**config.mk**
```make
export PLATFORM = sky130hd
export DESIGN_NAME = dma_short_chan
export DESIGN_NICKNAME = d
export VERILOG_FILES = /design/src/rtl/dma_short_pkg.sv /design/src/rtl/dma_req_latch.sv /design/src/rtl/dma_mem_addr.sv /design/src/rtl/dma_xfer_count.sv /design/src/rtl/dma_bus_seq.sv /design/src/rtl/dma_short_chan.sv
export SDC_FILE = /design/constraint.sdc
export NUM_CORES = 1
export LEC_CHECK = 0
export ABC_AREA = 1
export ABC_CLOCK_PERIOD_IN_PS = 2400
export BUFFER_PORTS_ARGS = -buffer_cell sky130_fd_sc_hd__buf_4
export CORE_MARGIN = 5
export CORE_UTILIZATION = 52
export CTS_BUF_LIST = sky130_fd_sc_hd__clkbuf_8
export DETAILED_ROUTE_END_ITERATION = 7
export PLACE_DENSITY = 0.79
export SYNTH_ARGS = -nofsm -noshare
export SYNTH_HDL_FRONTEND = slang
export SYNTH_SLANG_ARGS = --single-unit
```
**constraint.sdc**
```tcl
create_clock -name clk -period 2.4 [get_ports clk]
set_input_delay 0.36 -clock clk [delete_from_list [all_inputs] [get_ports clk]]
set_output_delay 0.36 -clock clk [all_outputs]
set_load 0.1 [all_outputs]
```
**src/rtl/dma_short_pkg.sv**
```systemverilog
package dma_short_pkg;

  typedef enum logic [1:0] {
    MODE_SEQ    = 2'b00,
    MODE_IDLE   = 2'b01,
    MODE_REPEAT = 2'b10,
    MODE_RSVD   = 2'b11
  } addr_mode_e;

  typedef enum logic [1:0] {
    ST_IDLE   = 2'b00,
    ST_READ   = 2'b01,
    ST_WRITE  = 2'b10,
    ST_SINGLE = 2'b11
  } bus_state_e;

  localparam int unsigned BYTE_BITS = 8;

endpackage

```
**src/rtl/dma_req_latch.sv**
```systemverilog
module dma_req_latch #(
  parameter int NUM_TMR = 6,
  parameter int SRC_W   = 4,
  parameter bit EXT_OK  = 1'b1
) (
  input  logic               clk,
  input  logic               rst,
  input  logic               clr,
  input  logic               en,
  input  logic               accept,
  input  logic [SRC_W-1:0]   src_sel,
  input  logic [NUM_TMR-1:0] evt_timer,
  input  logic               evt_tx,
  input  logic               evt_rx,
  input  logic               evt_adc,
  input  logic               ext_req,
  output logic               pend
);

  localparam int NUM_SRC = NUM_TMR + 4;

  logic               ext_gated;
  logic [NUM_SRC-1:0] src_vec;
  logic               hit;

  generate
    if (EXT_OK) begin : g_ext_on
      assign ext_gated = ext_req;
    end else begin : g_ext_off
      assign ext_gated = 1'b0;
    end
  endgenerate

  assign src_vec = {ext_gated, evt_adc, evt_rx, evt_tx, evt_timer};

  always_comb begin
    hit = 1'b0;
    for (int i = 0; i < NUM_SRC; i++) begin
      if (src_sel == SRC_W'(i)) hit = src_vec[i];
    end
  end

  always_ff @(posedge clk) begin
    if (rst || clr) pend <= 1'b0;
    else            pend <= en & ((pend & ~accept) | hit);
  end

endmodule

```
**src/rtl/dma_mem_addr.sv**
```systemverilog
module dma_mem_addr #(
  parameter int ADDR_W = 24
) (
  input  logic              clk,
  input  logic              rst,
  input  logic              load,
  input  logic [ADDR_W-1:0] load_val,
  input  logic              step_en,
  input  logic              reload,
  input  logic              hold,
  input  logic              word,
  input  logic              dec,
  output logic [ADDR_W-1:0] addr
);

  logic [ADDR_W-1:0] base_q;
  logic [ADDR_W-1:0] step;

  assign step = word ? ADDR_W'(2) : ADDR_W'(1);

  always_ff @(posedge clk) begin
    if (rst) begin
      addr   <= '0;
      base_q <= '0;
    end else if (load) begin
      addr   <= load_val;
      base_q <= load_val;
    end else if (step_en) begin
      if (reload)     addr <= base_q;
      else if (!hold) addr <= dec ? (addr - step) : (addr + step);
    end
  end

endmodule

```
**src/rtl/dma_xfer_count.sv**
```systemverilog
module dma_xfer_count #(
  parameter int CNT_W = 16
) (
  input  logic             clk,
  input  logic             rst,
  input  logic             load,
  input  logic [CNT_W-1:0] load_val,
  input  logic             dec_en,
  input  logic             reload,
  output logic             last
);

  logic [CNT_W-1:0] cnt_q;
  logic [CNT_W-1:0] shadow_q;

  assign last = (cnt_q == CNT_W'(1));

  always_ff @(posedge clk) begin
    if (rst) begin
      cnt_q    <= '0;
      shadow_q <= '0;
    end else if (load) begin
      cnt_q    <= load_val;
      shadow_q <= load_val;
    end else if (dec_en) begin
      if (reload) cnt_q <= shadow_q;
      else        cnt_q <= cnt_q - CNT_W'(1);
    end
  end

endmodule

```
**src/rtl/dma_bus_seq.sv**
```systemverilog
module dma_bus_seq
  import dma_short_pkg::*;
#(
  parameter int ADDR_W = 24,
  parameter int DATA_W = 16
) (
  input  logic              clk,
  input  logic              rst,
  input  logic              abort,
  input  logic              go,
  input  logic              single,
  input  logic              to_mem,
  input  logic              word,
  input  logic [ADDR_W-1:0] mem_addr,
  input  logic [ADDR_W-1:0] io_addr,
  input  logic [DATA_W-1:0] rdata,
  input  logic              ack,
  output logic              req,
  output logic              wr,
  output logic              word_o,
  output logic [ADDR_W-1:0] addr,
  output logic [DATA_W-1:0] wdata,
  output logic              dack_o,
  output logic              seq_idle,
  output logic              unit_done
);

  bus_state_e st_q;

  function automatic logic [DATA_W-1:0] size_mask(input logic [DATA_W-1:0] d,
                                                  input logic w);
    logic [DATA_W-1:0] r;
    r = d;
    if (!w) r[DATA_W-1:BYTE_BITS] = '0;
    return r;
  endfunction

  assign seq_idle  = (st_q == ST_IDLE);
  assign unit_done = ((st_q == ST_WRITE) || (st_q == ST_SINGLE)) && ack;

  always_ff @(posedge clk) begin
    if (rst || abort) begin
      st_q   <= ST_IDLE;
      req    <= 1'b0;
      wr     <= 1'b0;
      word_o <= 1'b0;
      addr   <= '0;
      wdata  <= '0;
      dack_o <= 1'b0;
    end else begin
      case (st_q)
        ST_IDLE: begin
          if (go) begin
            req    <= 1'b1;
            word_o <= word;
            if (single) begin
              st_q   <= ST_SINGLE;
              addr   <= mem_addr;
              wr     <= to_mem;
              dack_o <= 1'b1;
            end else begin
              st_q <= ST_READ;
              addr <= to_mem ? io_addr : mem_addr;
              wr   <= 1'b0;
            end
          end
        end
        ST_READ: begin
          if (ack) begin
            st_q  <= ST_WRITE;
            addr  <= to_mem ? mem_addr : io_addr;
            wr    <= 1'b1;
            wdata <= size_mask(rdata, word_o);
          end
        end
        default: begin
          if (ack) begin
            st_q   <= ST_IDLE;
            req    <= 1'b0;
            wr     <= 1'b0;
            dack_o <= 1'b0;
            wdata  <= '0;
          end
        end
      endcase
    end
  end

endmodule

```
**src/rtl/dma_short_chan.sv**
```systemverilog
module dma_short_chan
  import dma_short_pkg::*;
#(
  parameter int ADDR_W    = 24,
  parameter int DATA_W    = 16,
  parameter int CNT_W     = 16,
  parameter int NUM_TMR   = 6,
  parameter int SRC_W     = 4,
  parameter bit IS_CHAN_B = 1'b1
) (
  input  logic               clk,
  input  logic               rst,
  input  logic               cfg_start,
  input  logic               cfg_stop,
  input  logic [ADDR_W-1:0]  cfg_mem_addr,
  input  logic [ADDR_W-1:0]  cfg_io_addr,
  input  logic [CNT_W-1:0]   cfg_count,
  input  logic [1:0]         cfg_mode,
  input  logic               cfg_word,
  input  logic               cfg_dec,
  input  logic               cfg_to_mem,
  input  logic               cfg_single,
  input  logic [SRC_W-1:0]   cfg_src,
  input  logic [NUM_TMR-1:0] evt_timer,
  input  logic               evt_tx,
  input  logic               evt_rx,
  input  logic               evt_adc,
  input  logic               ext_req,
  output logic               bus_req,
  output logic               bus_wr,
  output logic               bus_word,
  output logic [ADDR_W-1:0]  bus_addr,
  output logic [DATA_W-1:0]  bus_wdata,
  input  logic [DATA_W-1:0]  bus_rdata,
  input  logic               bus_ack,
  output logic               dack,
  output logic               busy,
  output logic               done_irq
);

  addr_mode_e        mode_q;
  logic              word_q;
  logic              dec_q;
  logic              to_mem_q;
  logic              single_q;
  logic [SRC_W-1:0]  src_q;
  logic [ADDR_W-1:0] io_q;
  logic              en_q;
  logic              done_q;

  logic              single_eff;
  logic              pend;
  logic              seq_idle;
  logic              go;
  logic              unit_done;
  logic              cnt_last;
  logic              is_repeat;
  logic              hold_addr;
  logic              expire_reload;
  logic [ADDR_W-1:0] mem_addr;

  generate
    if (IS_CHAN_B) begin : g_single_ok
      assign single_eff = cfg_single;
    end else begin : g_single_off
      assign single_eff = 1'b0;
    end
  endgenerate

  assign is_repeat     = (mode_q == MODE_REPEAT);
  assign hold_addr     = (mode_q == MODE_IDLE) || (mode_q == MODE_RSVD);
  assign expire_reload = cnt_last && is_repeat;
  assign go            = seq_idle && en_q && pend;

  always_ff @(posedge clk) begin
    if (rst) begin
      mode_q   <= MODE_SEQ;
      word_q   <= 1'b0;
      dec_q    <= 1'b0;
      to_mem_q <= 1'b0;
      single_q <= 1'b0;
      src_q    <= '0;
      io_q     <= '0;
      en_q     <= 1'b0;
      done_q   <= 1'b0;
    end else if (cfg_start) begin
      mode_q   <= addr_mode_e'(cfg_mode);
      word_q   <= cfg_word;
      dec_q    <= cfg_dec;
      to_mem_q <= cfg_to_mem;
      single_q <= single_eff;
      src_q    <= cfg_src;
      io_q     <= cfg_io_addr;
      en_q     <= 1'b1;
      done_q   <= 1'b0;
    end else begin
      if (unit_done && cnt_last && !is_repeat) begin
        en_q   <= 1'b0;
        done_q <= 1'b1;
      end else if (cfg_stop) begin
        en_q <= 1'b0;
      end
    end
  end

  assign busy     = en_q;
  assign done_irq = done_q;

  dma_req_latch #(
    .NUM_TMR (NUM_TMR),
    .SRC_W   (SRC_W),
    .EXT_OK  (IS_CHAN_B)
  ) u_req (
    .clk       (clk),
    .rst       (rst),
    .clr       (cfg_start),
    .en        (en_q),
    .accept    (go),
    .src_sel   (src_q),
    .evt_timer (evt_timer),
    .evt_tx    (evt_tx),
    .evt_rx    (evt_rx),
    .evt_adc   (evt_adc),
    .ext_req   (ext_req),
    .pend      (pend)
  );

  dma_mem_addr #(
    .ADDR_W (ADDR_W)
  ) u_addr (
    .clk      (clk),
    .rst      (rst),
    .load     (cfg_start),
    .load_val (cfg_mem_addr),
    .step_en  (unit_done),
    .reload   (expire_reload),
    .hold     (hold_addr),
    .word     (word_q),
    .dec      (dec_q),
    .addr     (mem_addr)
  );

  dma_xfer_count #(
    .CNT_W (CNT_W)
  ) u_cnt (
    .clk      (clk),
    .rst      (rst),
    .load     (cfg_start),
    .load_val (cfg_count),
    .dec_en   (unit_done),
    .reload   (expire_reload),
    .last     (cnt_last)
  );

  dma_bus_seq #(
    .ADDR_W (ADDR_W),
    .DATA_W (DATA_W)
  ) u_seq (
    .clk       (clk),
    .rst       (rst),
    .abort     (cfg_start),
    .go        (go),
    .single    (single_q),
    .to_mem    (to_mem_q),
    .word      (word_q),
    .mem_addr  (mem_addr),
    .io_addr   (io_q),
    .rdata     (bus_rdata),
    .ack       (bus_ack),
    .req       (bus_req),
    .wr        (bus_wr),
    .word_o    (bus_word),
    .addr      (bus_addr),
    .wdata     (bus_wdata),
    .dack_o    (dack),
    .seq_idle  (seq_idle),
    .unit_done (unit_done)
  );

endmodule

```
==> reports/metrics.csv <==
metric,value,unit
nNetsFinal,1639,
finalSetupTns,0,ns
detail_route.wl_per_cell,15.1,µm
grt_pass1_vias,8538,
power_density,571,mW/mm²
area_growth_syn_to_layout,18.0,%
status,"complete, no violations",
worst_setup_path_start_kind,register,
core,0.0172,mm²
synth-seq-area-share,36.0,%
grt_use_met1,36.1,%
grt_overflow,0,
yosys_warnings,0,
worstPathMaxFanout,16,
cts_htree_levels,4,
synthMostInstantiatedCell,nand2_1,
hold_viol_final,0,
start_util,52.6,%
finalPower,6.12,mW
num_io_pins,151,
yosys.area.top_type_share,36.0,%
cts.sinks,163,
tritoncts,built,
synth_flop_cell,dfxtp_1,
totalWireLength,26.3,mm
hold_class,input port to register,
antenna_found_initial,0,
root_buffer,clkbuf_8,
syn_inst,1386,
p_leak,5.03,nW
vdd_drop_max,0.379,mV
clkLatencyLatePin,0.46,ns
muxShareOfSynthArea,0.110,%
avgSynthCellArea,6.55,µm²
synth-compound-area-share,23.6,%
slew_violations,0,
fin_crit,2.22,ns
drt_iter0_drc,613,
synth_cell_types,42,
port_buffers,150,
synth.area.top_cells,"dfxtp_1 36%, nand2_1 16%, a21oi_1 9.4%",
synth_fa_ha_area_share,3.67,%
grt_setup_unrepaired,false,
period_share,92.4,%
synth_seq_cells,163,
worstPathRequired,2.80,ns
cts.path.max_buffers,2,
diodes,0,
syn-cell-area,0.00907,mm²
yosys.area.top_type,dfxtp_1,
drv_cap,0,
fmax,451,MHz
grt_pass1_wl,42.2,mm
numCtsBuffers,17,
drive_above_1_share,14.9,%
grt_use_total,25.4,%
yosys.area_share.xor_xnor,1.45,%
die_h,142,µm
firstDrtPassIters,5,
grt_max_degree,97,
path_clk_slew,0.09,ns
avgViaCountPerCell,5.40,
setup_viol,0,
synth_simple_gate_area_share,25.3,%
fp.dieW,142,µm
syn_nets,1517,
arrival,2.62,ns
std_cell_rows,48,
async_flop_share,0,%
drc,0,
cp-end-kind,register,
postLayoutCoreUtil,62.1,%
dieArea,0.0202,mm²
synthTopCellsByCount,"379 x nand2_1, 171 x a21oi_1, 163 x dfxtp_1, 154 x inv_1, 146 x o21ai_0",
synth_edf_count,0,
grtUsageMet3,4.91,%
post_cts_buffers,0,
hpwl,19.2,mm
slew_headroom,41.7,%
top_usage_layer,met2,
synth_top_family_by_area,simple AND/OR/NAND/NOR gates,
critical_path_class,register to register,
ant_nets,0,
grt_use_met2,39.8,%
clock_skew,0.0168,ns
gp_congestion,0.918,
vias,9401,
worstMarginPinSlew,0.874,ns
placed cells by master, fill, tap and decap left out, types with 3 or more instances in the layout:
master and n:
xnor2_1 5, xor2_1 10, clkinvlp_4 3, inv_1 155
a21oi_1 171, nand2_1 379, o21ai_1 13, o21ai_0 146
nand3b_1 4, buf_4 169, nand4_1 9, ha_1 25
o22ai_1 7, nor2_2 7, nand3_1 48, or2_2 3
clkbuf_8 19, nor2_1 89, dfxtp_1 163, o211ai_1 18
a31oi_1 39
cell type report:
cell class | instances | area [µm²]
fill | 1653 | 6530
multi-input combinational | 998 | 4920
sequential | 163 | 3260
timing repair buffer | 171 | 1310
inverter | 157 | 589
tap | 225 | 282
clock buffer | 19 | 262
clock inverter | 9 | 83.8
sequential cells by signal (all words and copies together), names as in the netlist, 2 cells and up:
signal and cells:
io_q 24, mode_q 2, src_q 4, u_addr.addr 24, u_addr.base_q 24, u_cnt.cnt_q 16
u_cnt.shadow_q 16, u_seq.addr 24, u_seq.st_q 2, u_seq.wdata 16
routing by layer:
layer | part of all wire, % | vias up
met1 | 47 | 4265
met5 | 0 | -
met2 | 45 | 279
met4 | 1.5 | 0
li1 | - | 4826
met3 | 6.7 | 31
worst max-delay path, cell delays in order (launching register included):
cell and delay [ns]:
dfxtp_1 0.32, buf_4 0.21, ha_1 0.38, nand2_1 0.11, nor2_1 0.33, nand2_1 0.12
nand3b_1 0.25, nand3_1 0.13, nand2_1 0.05, nand3_1 0.08, nand2_1 0.06, a21oi_1 0.12
repair_timing:
item / 4_1_cts / 5_1_grt
hold endpoints to repair: 0 / 0
endpoints found under the setup margin: 0 / 1
hold buffers: 0 / 0
gates resized for setup: 0 / 1
logic make-up after synthesis:
| family | after synthesis |
|---|---|
| AOI/OAI and AO/OA | 402 |
| xor gates and xnor gates | 15 |
| adders and majority gates | 26 |
| buffers and inverters | 225 |
| DFF | 163 |
| muxes | 1 |
| and+or+nand+nor | 554 |
per-stage QoR:
stage          cell area, µm²  worst slack (ns)  cells  hold slack [ns]
2_1_floorplan            9070             0.229   1386            0.441
3_3_place_gp            10400             0.187   1714            0.441
3_5_place_dp            10400             0.167   1714            0.447
4_1_cts                 10700             0.156   1742            0.103
5_1_grt                 10700            0.0408   1742            0.118
6_report                10700             0.182   1742            0.119
path summary, 6_finish.rpt:
kind	cells past startpoint	startpoint	endpoint	slack, ns
hold / removal	3	cfg_src[1]	src_q[1]	0.12
hold reg to reg	2	done_irq	done_irq	0.46
setup reg to reg	11	dec_q	u_addr.addr[18]	0.18
setup / recovery	11	dec_q	u_addr.addr[18]	0.18
where the power goes:
group          total [mW]  internal [mW]  switching, mW
logic                1.27          0.494          0.777
registers            2.96           2.84          0.121
clock network        1.88          0.850           1.03
Note: power is estimated with default switching activity, not from simulation.
